**src/rtl/minsum_row_pkg.sv**
```systemverilog
package minsum_row_pkg;

   typedef enum logic [1:0] {
      KERN_PLAIN  = 2'b00,
      KERN_OFFSET = 2'b01,
      KERN_NORM   = 2'b10,
      KERN_ALT    = 2'b11
   } kern_mode_e;

   typedef enum logic {
      PH_COLLECT = 1'b0,
      PH_EMIT    = 1'b1
   } row_phase_e;

endpackage

```
**src/rtl/mr_sat_arith.sv**
```systemverilog
module mr_sat_arith #(
   parameter int A_W      = 8,
   parameter int B_W      = 6,
   parameter int O_W      = 8,
   parameter bit SUBTRACT = 1'b0
) (
   input  logic signed [A_W-1:0] a,
   input  logic signed [B_W-1:0] b,
   output logic signed [O_W-1:0] y
);
   localparam int S_W  = A_W + 1;
   localparam int HI_I = (1 << (O_W - 1)) - 1;
   localparam logic signed [S_W-1:0] R_HI = S_W'(HI_I);
   localparam logic signed [S_W-1:0] R_LO = -R_HI;
   localparam logic signed [O_W-1:0] Y_HI = O_W'(HI_I);
   localparam logic signed [O_W-1:0] Y_LO = -Y_HI;

   if (B_W > A_W) begin : g_bad_b
      $error("mr_sat_arith: B_W must not exceed A_W");
   end
   if (O_W > A_W) begin : g_bad_o
      $error("mr_sat_arith: O_W must not exceed A_W");
   end

   logic signed [S_W-1:0] ax, bx, raw;
   assign ax = S_W'(a);
   assign bx = S_W'(b);

   if (SUBTRACT) begin : g_sub
      assign raw = ax - bx;
   end else begin : g_add
      assign raw = ax + bx;
   end

   always_comb begin
      if (raw > R_HI)      y = Y_HI;
      else if (raw < R_LO) y = Y_LO;
      else                 y = raw[O_W-1:0];
   end
endmodule

```
**src/rtl/mr_collect.sv**
```systemverilog
module mr_collect #(
   parameter int LLR_W   = 8,
   parameter int MSG_W   = 6,
   parameter int MAX_DEG = 20,
   localparam int MAG_W  = MSG_W - 1,
   localparam int IDX_W  = $clog2(MAX_DEG),
   localparam int DEG_W  = $clog2(MAX_DEG + 1)
) (
   input  logic                    clk,
   input  logic                    rst_n,
   input  logic                    accept,
   input  logic                    first,
   input  logic signed [LLR_W-1:0] post,
   input  logic signed [MSG_W-1:0] msg,
   input  logic [IDX_W-1:0]        rd_idx,
   output logic signed [LLR_W-1:0] rd_ext,
   output logic [MAG_W-1:0]        min1,
   output logic [MAG_W-1:0]        min2,
   output logic [IDX_W-1:0]        min_idx,
   output logic                    sign_par,
   output logic [DEG_W-1:0]        degree
);
   localparam logic [MAG_W-1:0] MAG_MAX = '1;
   localparam int               MAG_MAX_I = (1 << MAG_W) - 1;

   logic signed [LLR_W-1:0] ext;
   logic [LLR_W-1:0]        ext_abs;
   logic [MAG_W-1:0]        mag;
   logic [DEG_W-1:0]        wr_pos;
   logic signed [LLR_W-1:0] buf_q [MAX_DEG];

   mr_sat_arith #(.A_W(LLR_W), .B_W(MSG_W), .O_W(LLR_W), .SUBTRACT(1'b1)) u_ext (
      .a(post), .b(msg), .y(ext)
   );

   assign ext_abs = ext[LLR_W-1] ? LLR_W'(-ext) : LLR_W'(ext);
   assign mag     = (ext_abs > LLR_W'(MAG_MAX_I)) ? MAG_MAX : ext_abs[MAG_W-1:0];
   assign wr_pos  = first ? '0 : degree;

   for (genvar g = 0; g < MAX_DEG; g++) begin : g_slot
      always_ff @(posedge clk or negedge rst_n) begin
         if (!rst_n)                                    buf_q[g] <= '0;
         else if (accept && (wr_pos == DEG_W'(g)))      buf_q[g] <= ext;
      end
   end

   assign rd_ext = buf_q[rd_idx];

   always_ff @(posedge clk or negedge rst_n) begin
      if (!rst_n) begin
         min1     <= MAG_MAX;
         min2     <= MAG_MAX;
         min_idx  <= '0;
         sign_par <= 1'b0;
         degree   <= '0;
      end else if (accept) begin
         if (first) begin
            min1     <= mag;
            min2     <= MAG_MAX;
            min_idx  <= '0;
            sign_par <= ext[LLR_W-1];
            degree   <= DEG_W'(1);
         end else if (degree < DEG_W'(MAX_DEG)) begin
            if (mag < min1) begin
               min2    <= min1;
               min1    <= mag;
               min_idx <= IDX_W'(wr_pos);
            end else if (mag < min2) begin
               min2 <= mag;
            end
            sign_par <= sign_par ^ ext[LLR_W-1];
            degree   <= degree + 1'b1;
         end
      end
   end

   // the saturated extrinsic never reaches the most negative code
   a_r2_ext_symmetric: assert property (@(posedge clk) disable iff (!rst_n)
      accept |-> (ext != {1'b1, {(LLR_W-1){1'b0}}}));

   // the two tracked minima stay ordered
   a_r3_min_order: assert property (@(posedge clk) disable iff (!rst_n)
      min1 <= min2);
endmodule

```
**src/rtl/mr_kernel.sv**
```systemverilog
module mr_kernel #(
   parameter int MSG_W   = 6,
   parameter int BETA_W  = 3,
   parameter int MAX_DEG = 20,
   parameter int ALPHA_Q = 3,
   localparam int MAG_W  = MSG_W - 1,
   localparam int IDX_W  = $clog2(MAX_DEG)
) (
   input  logic [1:0]              mode,
   input  logic [BETA_W-1:0]       beta,
   input  logic [IDX_W-1:0]        idx,
   input  logic [IDX_W-1:0]        min_idx,
   input  logic [MAG_W-1:0]        min1,
   input  logic [MAG_W-1:0]        min2,
   input  logic                    sign_par,
   input  logic                    self_sign,
   output logic signed [MSG_W-1:0] msg
);
   import minsum_row_pkg::*;

   if (BETA_W > MAG_W) begin : g_bad_beta
      $error("mr_kernel: BETA_W must not exceed message magnitude width");
   end
   if (ALPHA_Q < 1 || ALPHA_Q > 3) begin : g_bad_alpha
      $error("mr_kernel: ALPHA_Q must be 1, 2 or 3 quarters");
   end

   logic [MAG_W-1:0] m_sel, m_off, m_norm, m_res;
   logic [MAG_W-1:0] beta_x;
   logic             neg;

   assign m_sel  = (idx == min_idx) ? min2 : min1;
   assign beta_x = MAG_W'(beta);
   assign m_off  = (m_sel > beta_x) ? (m_sel - beta_x) : '0;

   if (ALPHA_Q == 3) begin : g_alpha_shift_add
      logic [MAG_W+1:0] tri_m;
      assign tri_m  = {2'b00, m_sel} + {1'b0, m_sel, 1'b0};
      assign m_norm = tri_m[MAG_W+1:2];
   end else begin : g_alpha_mult
      logic [MAG_W+1:0] prod;
      assign prod   = {2'b00, m_sel} * (MAG_W + 2)'(ALPHA_Q);
      assign m_norm = prod[MAG_W+1:2];
   end

   always_comb begin
      case (kern_mode_e'(mode))
         KERN_OFFSET: m_res = m_off;
         KERN_NORM:   m_res = m_norm;
         default:     m_res = m_sel;
      endcase
   end

   assign neg = sign_par ^ self_sign;
   assign msg = neg ? -$signed({1'b0, m_res}) : $signed({1'b0, m_res});
endmodule

```
**src/rtl/minsum_row_proc.sv**
```systemverilog
module minsum_row_proc #(
   parameter int LLR_W   = 8,
   parameter int MSG_W   = 6,
   parameter int BETA_W  = 3,
   parameter int MAX_DEG = 20,
   parameter int ALPHA_Q = 3
) (
   input  logic                     clk,
   input  logic                     rst_n,
   input  logic                     in_valid,
   input  logic                     in_first,
   input  logic                     in_last,
   input  logic signed [LLR_W-1:0]  in_post,
   input  logic signed [MSG_W-1:0]  in_msg,
   input  logic [1:0]               mode,
   input  logic [BETA_W-1:0]        beta,
   output logic                     out_valid,
   output logic signed [LLR_W-1:0]  out_post,
   output logic signed [MSG_W-1:0]  out_msg,
   output logic                     out_hard,
   output logic                     row_done,
   output logic                     row_ok
);
   import minsum_row_pkg::*;

   localparam int MAG_W = MSG_W - 1;
   localparam int IDX_W = $clog2(MAX_DEG);
   localparam int DEG_W = $clog2(MAX_DEG + 1);

   if (MAX_DEG < 2) begin : g_bad_deg
      $error("minsum_row_proc: MAX_DEG must be at least 2");
   end
   if (MSG_W < 2 || MSG_W >= LLR_W) begin : g_bad_width
      $error("minsum_row_proc: MSG_W must be at least 2 and below LLR_W");
   end

   row_phase_e              phase;
   logic                    accept;
   logic [IDX_W-1:0]        rd_idx;
   logic signed [LLR_W-1:0] rd_ext;
   logic [MAG_W-1:0]        min1, min2;
   logic [IDX_W-1:0]        min_idx;
   logic                    sign_par;
   logic [DEG_W-1:0]        degree;
   logic [1:0]              mode_q;
   logic [BETA_W-1:0]       beta_q;
   logic                    par_q;
   logic                    at_end;

   assign accept = in_valid && (phase == PH_COLLECT);

   mr_collect #(.LLR_W(LLR_W), .MSG_W(MSG_W), .MAX_DEG(MAX_DEG)) u_collect (
      .clk(clk), .rst_n(rst_n), .accept(accept), .first(in_first),
      .post(in_post), .msg(in_msg), .rd_idx(rd_idx), .rd_ext(rd_ext),
      .min1(min1), .min2(min2), .min_idx(min_idx), .sign_par(sign_par),
      .degree(degree)
   );

   mr_kernel #(.MSG_W(MSG_W), .BETA_W(BETA_W), .MAX_DEG(MAX_DEG), .ALPHA_Q(ALPHA_Q)) u_kernel (
      .mode(mode_q), .beta(beta_q), .idx(rd_idx), .min_idx(min_idx),
      .min1(min1), .min2(min2), .sign_par(sign_par),
      .self_sign(rd_ext[LLR_W-1]), .msg(out_msg)
   );

   mr_sat_arith #(.A_W(LLR_W), .B_W(MSG_W), .O_W(LLR_W), .SUBTRACT(1'b0)) u_post (
      .a(rd_ext), .b(out_msg), .y(out_post)
   );

   assign at_end = (DEG_W'(rd_idx) == degree - 1'b1);

   always_ff @(posedge clk or negedge rst_n) begin
      if (!rst_n) begin
         phase  <= PH_COLLECT;
         rd_idx <= '0;
         mode_q <= '0;
         beta_q <= '0;
         par_q  <= 1'b0;
      end else if (phase == PH_COLLECT) begin
         if (accept && in_last) begin
            phase  <= PH_EMIT;
            rd_idx <= '0;
            mode_q <= mode;
            beta_q <= beta;
            par_q  <= 1'b0;
         end
      end else begin
         par_q <= par_q ^ out_hard;
         if (at_end) phase <= PH_COLLECT;
         else        rd_idx <= rd_idx + 1'b1;
      end
   end

   assign out_valid = (phase == PH_EMIT);
   assign out_hard  = ~out_post[LLR_W-1] && (out_post != '0);
   assign row_done  = out_valid && at_end;
   assign row_ok    = row_done && !(par_q ^ out_hard);

   // the done pulse is a single cycle wide
   a_r9_done_single: assert property (@(posedge clk) disable iff (!rst_n)
      row_done |=> !row_done);

   // the output run ends only through the done beat
   a_r7_run_ends_done: assert property (@(posedge clk) disable iff (!rst_n)
      (out_valid && !row_done) |=> out_valid);

   // the updated posterior stays inside the symmetric range
   a_r6_post_symmetric: assert property (@(posedge clk) disable iff (!rst_n)
      out_valid |-> (out_post != {1'b1, {(LLR_W-1){1'b0}}}));

   // the new message never takes the most negative code
   a_r3_msg_symmetric: assert property (@(posedge clk) disable iff (!rst_n)
      out_valid |-> (out_msg != {1'b1, {(MSG_W-1){1'b0}}}));

   // during emission the message minima do not move
   a_r10_hold_minima: assert property (@(posedge clk) disable iff (!rst_n)
      (out_valid && $past(out_valid)) |-> ($stable(min1) && $stable(min2) && $stable(sign_par)));
endmodule

```
**config.mk**
```make
export PLATFORM = sky130hd
export DESIGN_NAME = minsum_row_proc
export DESIGN_NICKNAME = d
export VERILOG_FILES = /design/src/rtl/minsum_row_pkg.sv /design/src/rtl/mr_sat_arith.sv /design/src/rtl/mr_collect.sv /design/src/rtl/mr_kernel.sv /design/src/rtl/minsum_row_proc.sv
export SDC_FILE = /design/constraint.sdc
export NUM_CORES = 1
export LEC_CHECK = 0
export BUFFER_PORTS_ARGS = -buffer_cell sky130_fd_sc_hd__buf_2
export CAP_MARGIN = 30
export CORE_ASPECT_RATIO = 0.5
export CORE_UTILIZATION = 55
export DETAILED_ROUTE_END_ITERATION = 10
export PLACE_DENSITY = 0.8
export SKIP_CTS_REPAIR_TIMING = 1
export SYNTH_ARGS = -nofsm -noshare
export SYNTH_HDL_FRONTEND = slang
export SYNTH_SLANG_ARGS = --single-unit
```
**constraint.sdc**
```tcl
create_clock -name clk -period 8.5 [get_ports clk]
set_clock_uncertainty 0.1 [all_clocks]
set_input_delay 1.7 -clock clk [delete_from_list [all_inputs] [get_ports clk]]
set_output_delay 1.7 -clock clk [all_outputs]
set_load 0.02 [all_outputs]
```
[After elaboration in Yosys (flattened, before gate mapping)]
Cells that the tools add are included.
Storage, ports and cells
  output and inout bits: 18
  logic and storage cells: 152
  bits in registers: 193
  input bits: 24
Operators by class
  $add $sub $neg: 9
  reductions and logical operators: 37
  multiplexer cells: 36
  bitwise operators: 6
  order comparisons: 10
  equal/unequal tests: 24
Operators with widths (count)
  $mux 5: 19
  $mux 8: 7
  $bmux 8 s5: 1
  $eq 5x4->1 const B: 8
  $logic_and 1x1->1: 25
  $eq 5x3->1 const B: 4
  $eq 5x5->1 const B: 4
  $gt 9x8->1 const B: 2
  $lt 9x8->1 const B: 2
  $add 5x1->5 const B: 2
  $eq 5x2->1 const B: 2
  $eq 5x5->1: 2
  $lt 5x5->1: 2
  $pmux 5 s2: 1
  $add 8x6->9: 1
  $sub 8x6->9: 1
  $gt 8x5->1 const B: 1
  $neg 8->8: 1
  $reduce_bool 8->1: 1
  $add 5x6->7: 1
  $mux 1: 7
  $ge 6x6->1 const B: 1
  $mux 6: 1
  $neg 5->6: 1
  17 further kinds: 25

[Depth between registers and ports, before layout]
  word-level depth: 16
  mapped depth: 29
  gate-level depth less buffers: 26

[By module]
Synthesis repeated with hierarchy kept, for this count alone.
Unflattened totals
  cell total of the unflattened synthesis: 988
  area, all modules: 11436.0 um^2
Modules (own cells, without submodules)
  mr_collect: times used 1, area each 8772.2 um^2, sequential area each 4541.9 um^2, cells an instance 674
  mr_kernel: times used 1, area each 785.8 um^2, sequential area each 0.0 um^2, cells an instance 98
  minsum_row_proc: times used 1, area each 750.7 um^2, sequential area each 300.3 um^2, cells an instance 80
  mr_sat_arith at u_collect.u_ext: times used 1, area each 589.3 um^2, sequential area each 0.0 um^2, cells an instance 71
  mr_sat_arith at u_post: times used 1, area each 538.0 um^2, sequential area each 0.0 um^2, cells an instance 65

[Least setup slack after synthesis]
OpenSTA, ideal clock, no wires.
  path kind: register -> output
  start: register rd_idx[0]
  end: output out_post[5]
  path slack: 909 ps
  arrival time: 5791 ps
  data required time: 6700 ps
  stages on the path, launching flop included: 26
  cell sequence: dfrtp_1 -> buf_6 -> xor2_2 -> or3_1 -> buf_6 -> o21ai_1 -> o21a_1 -> inv_1 -> ha_1 -> nor2b_1 -> o21a_1 -> o311a_1 -> o211a_4 -> a311o_1 -> a21oi_2 -> a31oi_1 -> xnor2_1 -> ha_1 -> a21o_1 -> or3_1 -> o22ai_1 -> o21bai_1 -> and2_1 -> buf_6 -> o21a_1 -> a21oi_1
On the way
  word-level cells in the longest chain between the ends: 11
RTL lines
  start: declaration: line minsum_row_proc.sv:39  | logic [IDX_W-1:0] rd_idx;
  start signal: assignment: line minsum_row_proc.sv:89  | else rd_idx <= rd_idx + 1'b1;
  $eq 5x5->1: line mr_kernel.sv:32  | assign m_sel = (idx == min_idx) ? min2 : min1;
  $mux 5: line mr_kernel.sv:32
  $sub 5x3->5 / $gt 5x3->1 (equally long branches): line mr_kernel.sv:34  | assign m_off = (m_sel > beta_x) ? (m_sel - beta_x) : '0;
  $mux 5: line mr_kernel.sv:34
  $pmux 5 s2: line mr_kernel.sv:47  | case (kern_mode_e'(mode))
  $neg 5->6: line mr_kernel.sv:55  | assign msg = neg ? -$signed({1'b0, m_res}) : $signed({1'b0, m_res});
  $mux 6 (*): line mr_kernel.sv:55
  named net out_msg[4]: line minsum_row_proc.sv:19  | output logic signed [MSG_W-1:0] out_msg,
  $add 8x6->9 (*): line mr_sat_arith.sv:32  | assign raw = ax + bx;
  $lt 9x8->1: line mr_sat_arith.sv:37  | else if (raw < R_LO) y = Y_LO;
  $mux 8: line mr_sat_arith.sv:37
  $mux 8 (*): line mr_sat_arith.sv:36  | if (raw > R_HI) y = Y_HI;
  end: declaration: line minsum_row_proc.sv:18  | output logic signed [LLR_W-1:0] out_post,
The timed path passes the listed nets; every way through them passes the cells marked *. The select of a mux whose other input is x is not followed.

[Final worst setup path]
  start: register u_collect.min_idx[0]
  end: output row_ok
On the way
  word-level cells in the longest chain between the ends: 16
RTL lines
  start: declaration: line mr_collect.sv:19  | output logic [IDX_W-1:0] min_idx,
  start signal: assignment: line mr_collect.sv:67  | min_idx <= IDX_W'(wr_pos);
  $eq 5x5->1 (*): line mr_kernel.sv:32
  $mux 5 (*): line mr_kernel.sv:32
  $sub 5x3->5 / $gt 5x3->1 (equally long branches): line mr_kernel.sv:34
  $mux 5: line mr_kernel.sv:34
  $pmux 5 s2 (*): line mr_kernel.sv:47
  $neg 5->6: line mr_kernel.sv:55
  $mux 6 (*): line mr_kernel.sv:55
  $add 8x6->9 (*): line mr_sat_arith.sv:32
  $lt 9x8->1: line mr_sat_arith.sv:37
  $mux 8: line mr_sat_arith.sv:37
  $mux 8 (*): line mr_sat_arith.sv:36
  $reduce_bool 8->1 / $not 1->1 (equally long branches): line minsum_row_proc.sv:94  | assign out_hard = ~out_post[LLR_W-1] && (out_post != '0);
  $logic_and 1x1->1 (*): line minsum_row_proc.sv:94
  $xor 1x1->1 (*): line minsum_row_proc.sv:96  | assign row_ok = row_done && !(par_q ^ out_hard);
  $logic_not 1->1 (*): line minsum_row_proc.sv:96
  $logic_and 1x1->1 (*): line minsum_row_proc.sv:96
  end: declaration: line minsum_row_proc.sv:22  | output logic row_ok
Every way passes the cells marked *; elsewhere a longest branch is shown, timed or not.

==> results.md <==
* Worst Path Class, Setup: flop to output port
* Clock Tree Buf Depth at 2
* Setup WS pre-CTS at 0.628 ns
* Synth Cell Area at 0.0111 mm^2
* Clk_lat worst skew at 0.44 ns
* Syn nets at 1219
* RSZ-0062 raised after global routing: false
* Max-cap viol count at 0
* Gpl congestion at 0.895
* Routed vias at 8748
* Critical path arrival at 6.30 ns
* Largest net degree at the start of global routing at 111
* Vias in the first global route at 8519
* Die X-Extent at 203 um
* Final ANT Viol Nets at 0
* Fill count at 1552
* Clock slew at reported path FFs at 0.07 ns
* Synth Flop Type: dfrtp_1
* Period utilization at 95.3%
* Fin. Hold Viols at 0
* CP Capture Type: output port
* Share of layout cells above drive strength 1 at 16.4%
* GRT overflow at 0
* Post-synth EDFFs at 0
* Worst Tran Pin Value at 0.915 ns
* Routed WL at 27.2 mm
* Placed cell count at 1404
* Top cells by area, synth: dfrtp_1 41%, o21ai_0 8.6%, mux4_2 8.3%
* Post-synthesis sequential area ratio at 43.7%
* Final setup vio count at 0
* Fin. max-slew vios at 0
* Hold WS at 0.374 ns
* Router iterations before antenna repair at 5
* Row count at 36
* Cell variety after synth at 84
* Die extent in y at 102 um
* Diode count at 0
* Worst relative slew slack at 38.8%
* Req. time, crit path at 6.70 ns
* Post-synth top area cell: dfrtp_1
* Outcome: complete, no violations
* Yosys Warn Count at 0
* Area grow syn2layout at 9.29%
* Die Area at 0.0207 mm^2
* Clock sinks at 193
* Seq cells post-synth at 193
* Top-count cell post-synth: nand2_1
* Synth top area share at 41.4%
* H-tree Lvls at 4
* Non-Filler Instances at 1440
* Nets at 1228
* Commonest cells post-synth: 220 x nand2_1, 190 x o21ai_0, 183 x dfrtp_1, 53 x clkbuf_1, 52 x nor2_1
* IO Port Bufs at 41
* Cells after synthesis at 1152
* Clk Tree Root Cell: clkbuf_16
* Core area at 0.0196 mm^2
* Synth Area per Inst at 9.61 um^2
* Worst hold-check path type: flop to flop
* CP Launch Type: flop
* CTS tree: done
* Initial Util at 56.5%
* Setup WS post-layout at 0.404 ns
* Maximum clock rate at 124 MHz
* Worst-path fanout max at 11
* Total I/O pin count at 42
* Initial DRC count at 920
* TritonCTS Buffers at 17
* Post-DP HPWL at 18.4 mm
* Initial antenna violation count at 0
* TNS Setup at 0 ns
* GRT Total Usage at 27.1%
* First-pass GRT wire length at 43.5 mm
* Remaining DRCs at 0
* Wire per inst at 18.9 um
* Post-synthesis async set-or-reset flop share at 100%
* Post-DR vias/cell at 6.08
* Tmin final at 8.10 ns
## stage by stage
| step | cell area, um^2 | utilization (%) |
|---|---|---|
| after global placement | 11400 | 58.4 |
| final | 12100 | 61.8 |
| after CTS | 12000 | 61.3 |
| after detailed placement | 11400 | 58.4 |
| after global routing | 12100 | 61.8 |
| after floorplan | 11100 | - |
## critical path, stage by stage (launching register included)
cell and delay [ns]:
dfrtp_1 0.42, xor2_2 0.19, nor3_2 0.30, nand2_2 0.25
o21a_1 0.27, inv_1 0.13, ha_1 0.25, nor2b_1 0.13
o21a_1 0.19, o311a_1 0.35, o211a_4 0.19, o211ai_4 0.29
ha_1 0.29, inv_1 0.09, mux2i_4 0.09, fa_1 0.50
o2111ai_1 0.17, a31oi_1 0.07, o21a_1 0.24, or4_4 0.50
a22oi_2 0.24, nand4_2 0.17, and3_1 0.22, o21a_1 0.16
buf_2 0.15
## placed cells by master (no fill, tap or decap), drive strengths merged, types with 4 or more instances in the layout
cell	Yosys	layout
a21o	17	17
nor2	53	53
mux2	9	9
buf	15	57
and2	7	7
and3	6	6
nor3	11	11
ha	39	39
a31oi	15	15
o22a	4	4
clkbuf	53	20
dfrtp	183	183
mux2i	21	21
xor2	18	18
xnor2	16	16
fa	4	4
dfstp	10	10
a21oi	39	39
nand4	7	7
mux4	41	41
a31o	6	6
clkinv	1	4
nor2b	13	13
o21a	14	14
nand3	17	17
nand2	220	220
o211ai	6	6
o21ai	200	200
inv	45	53
or3	7	7
## cell type report
cell class	instances	area, um^2	share of cell area [%]
clock buffers	19	453	3.74
clock inverters	13	116	0.962
inverters	46	173	1.43
multi-input cells	845	5810	48.0
flip-flops and latches	193	4840	40.0
well taps	266	333	2.75
repair buffers	58	369	3.05
## path summary, 6_finish.rpt
kind / slack [ns] / cells past startpoint / start / to
setup / recovery: 0.40 / 24 / u_collect.min_idx[0]$_DFFE_PN0P_ / row_ok
hold / removal: 0.37 / 2 / u_collect.buf_q[99]$_DFFE_PN0P_ / u_collect.buf_q[99]$_DFFE_PN0P_
setup reg to reg: 2.41 / 23 / u_collect.min_idx[0]$_DFFE_PN0P_ / par_q$_DFFE_PN0P_
hold reg to reg: 0.37 / 2 / u_collect.buf_q[99]$_DFFE_PN0P_ / u_collect.buf_q[99]$_DFFE_PN0P_
max in group asynchronous: 5.75 / 3 / rst_n / u_collect.buf_q[14]$_DFFE_PN0P_
min in group asynchronous: 1.25 / 1 / rst_n / mode_q[1]$_DFFE_PN0P_
## cell families (layout without fill, tap and decap cells)
group / after synthesis / after routing / synth area share (%)
AOI/OAI and AO/OA: 337 / 337 / 18.5
buffers and inverters: 114 / 136 / 4.20
muxes: 71 / 71 / 11.2
adders and majority gates: 45 / 45 / 5.31
xor gates and xnor gates: 34 / 34 / 2.83
and+or+nand+nor: 358 / 358 / 14.2
DFF: 193 / 193 / 43.7
## metal layers
layer  GRT usage (%)  routed length [um]  vias to the layer above
li1                -                   -                     4095
met1            37.4               12100                     4275
met2            43.3               12700                      324
met3            5.99                1860                       54
met4            8.79                 516                        0
met5               0                   0                        -
## sequential cells by signal, indices dropped and copies added, names as in the netlist, 2 cells and up
| register | flops |
|---|---|
| u_collect.min_idx | 5 |
| mode_q | 2 |
| rd_idx | 5 |
| u_collect.min1 | 5 |
| u_collect.min2 | 5 |
| u_collect.buf_q | 160 |
| beta_q | 3 |
| u_collect.degree | 5 |
Power is left out: the tool's default activity adds up to more than one toggle a clock period on the data nets, which glitch-free logic cannot reach.
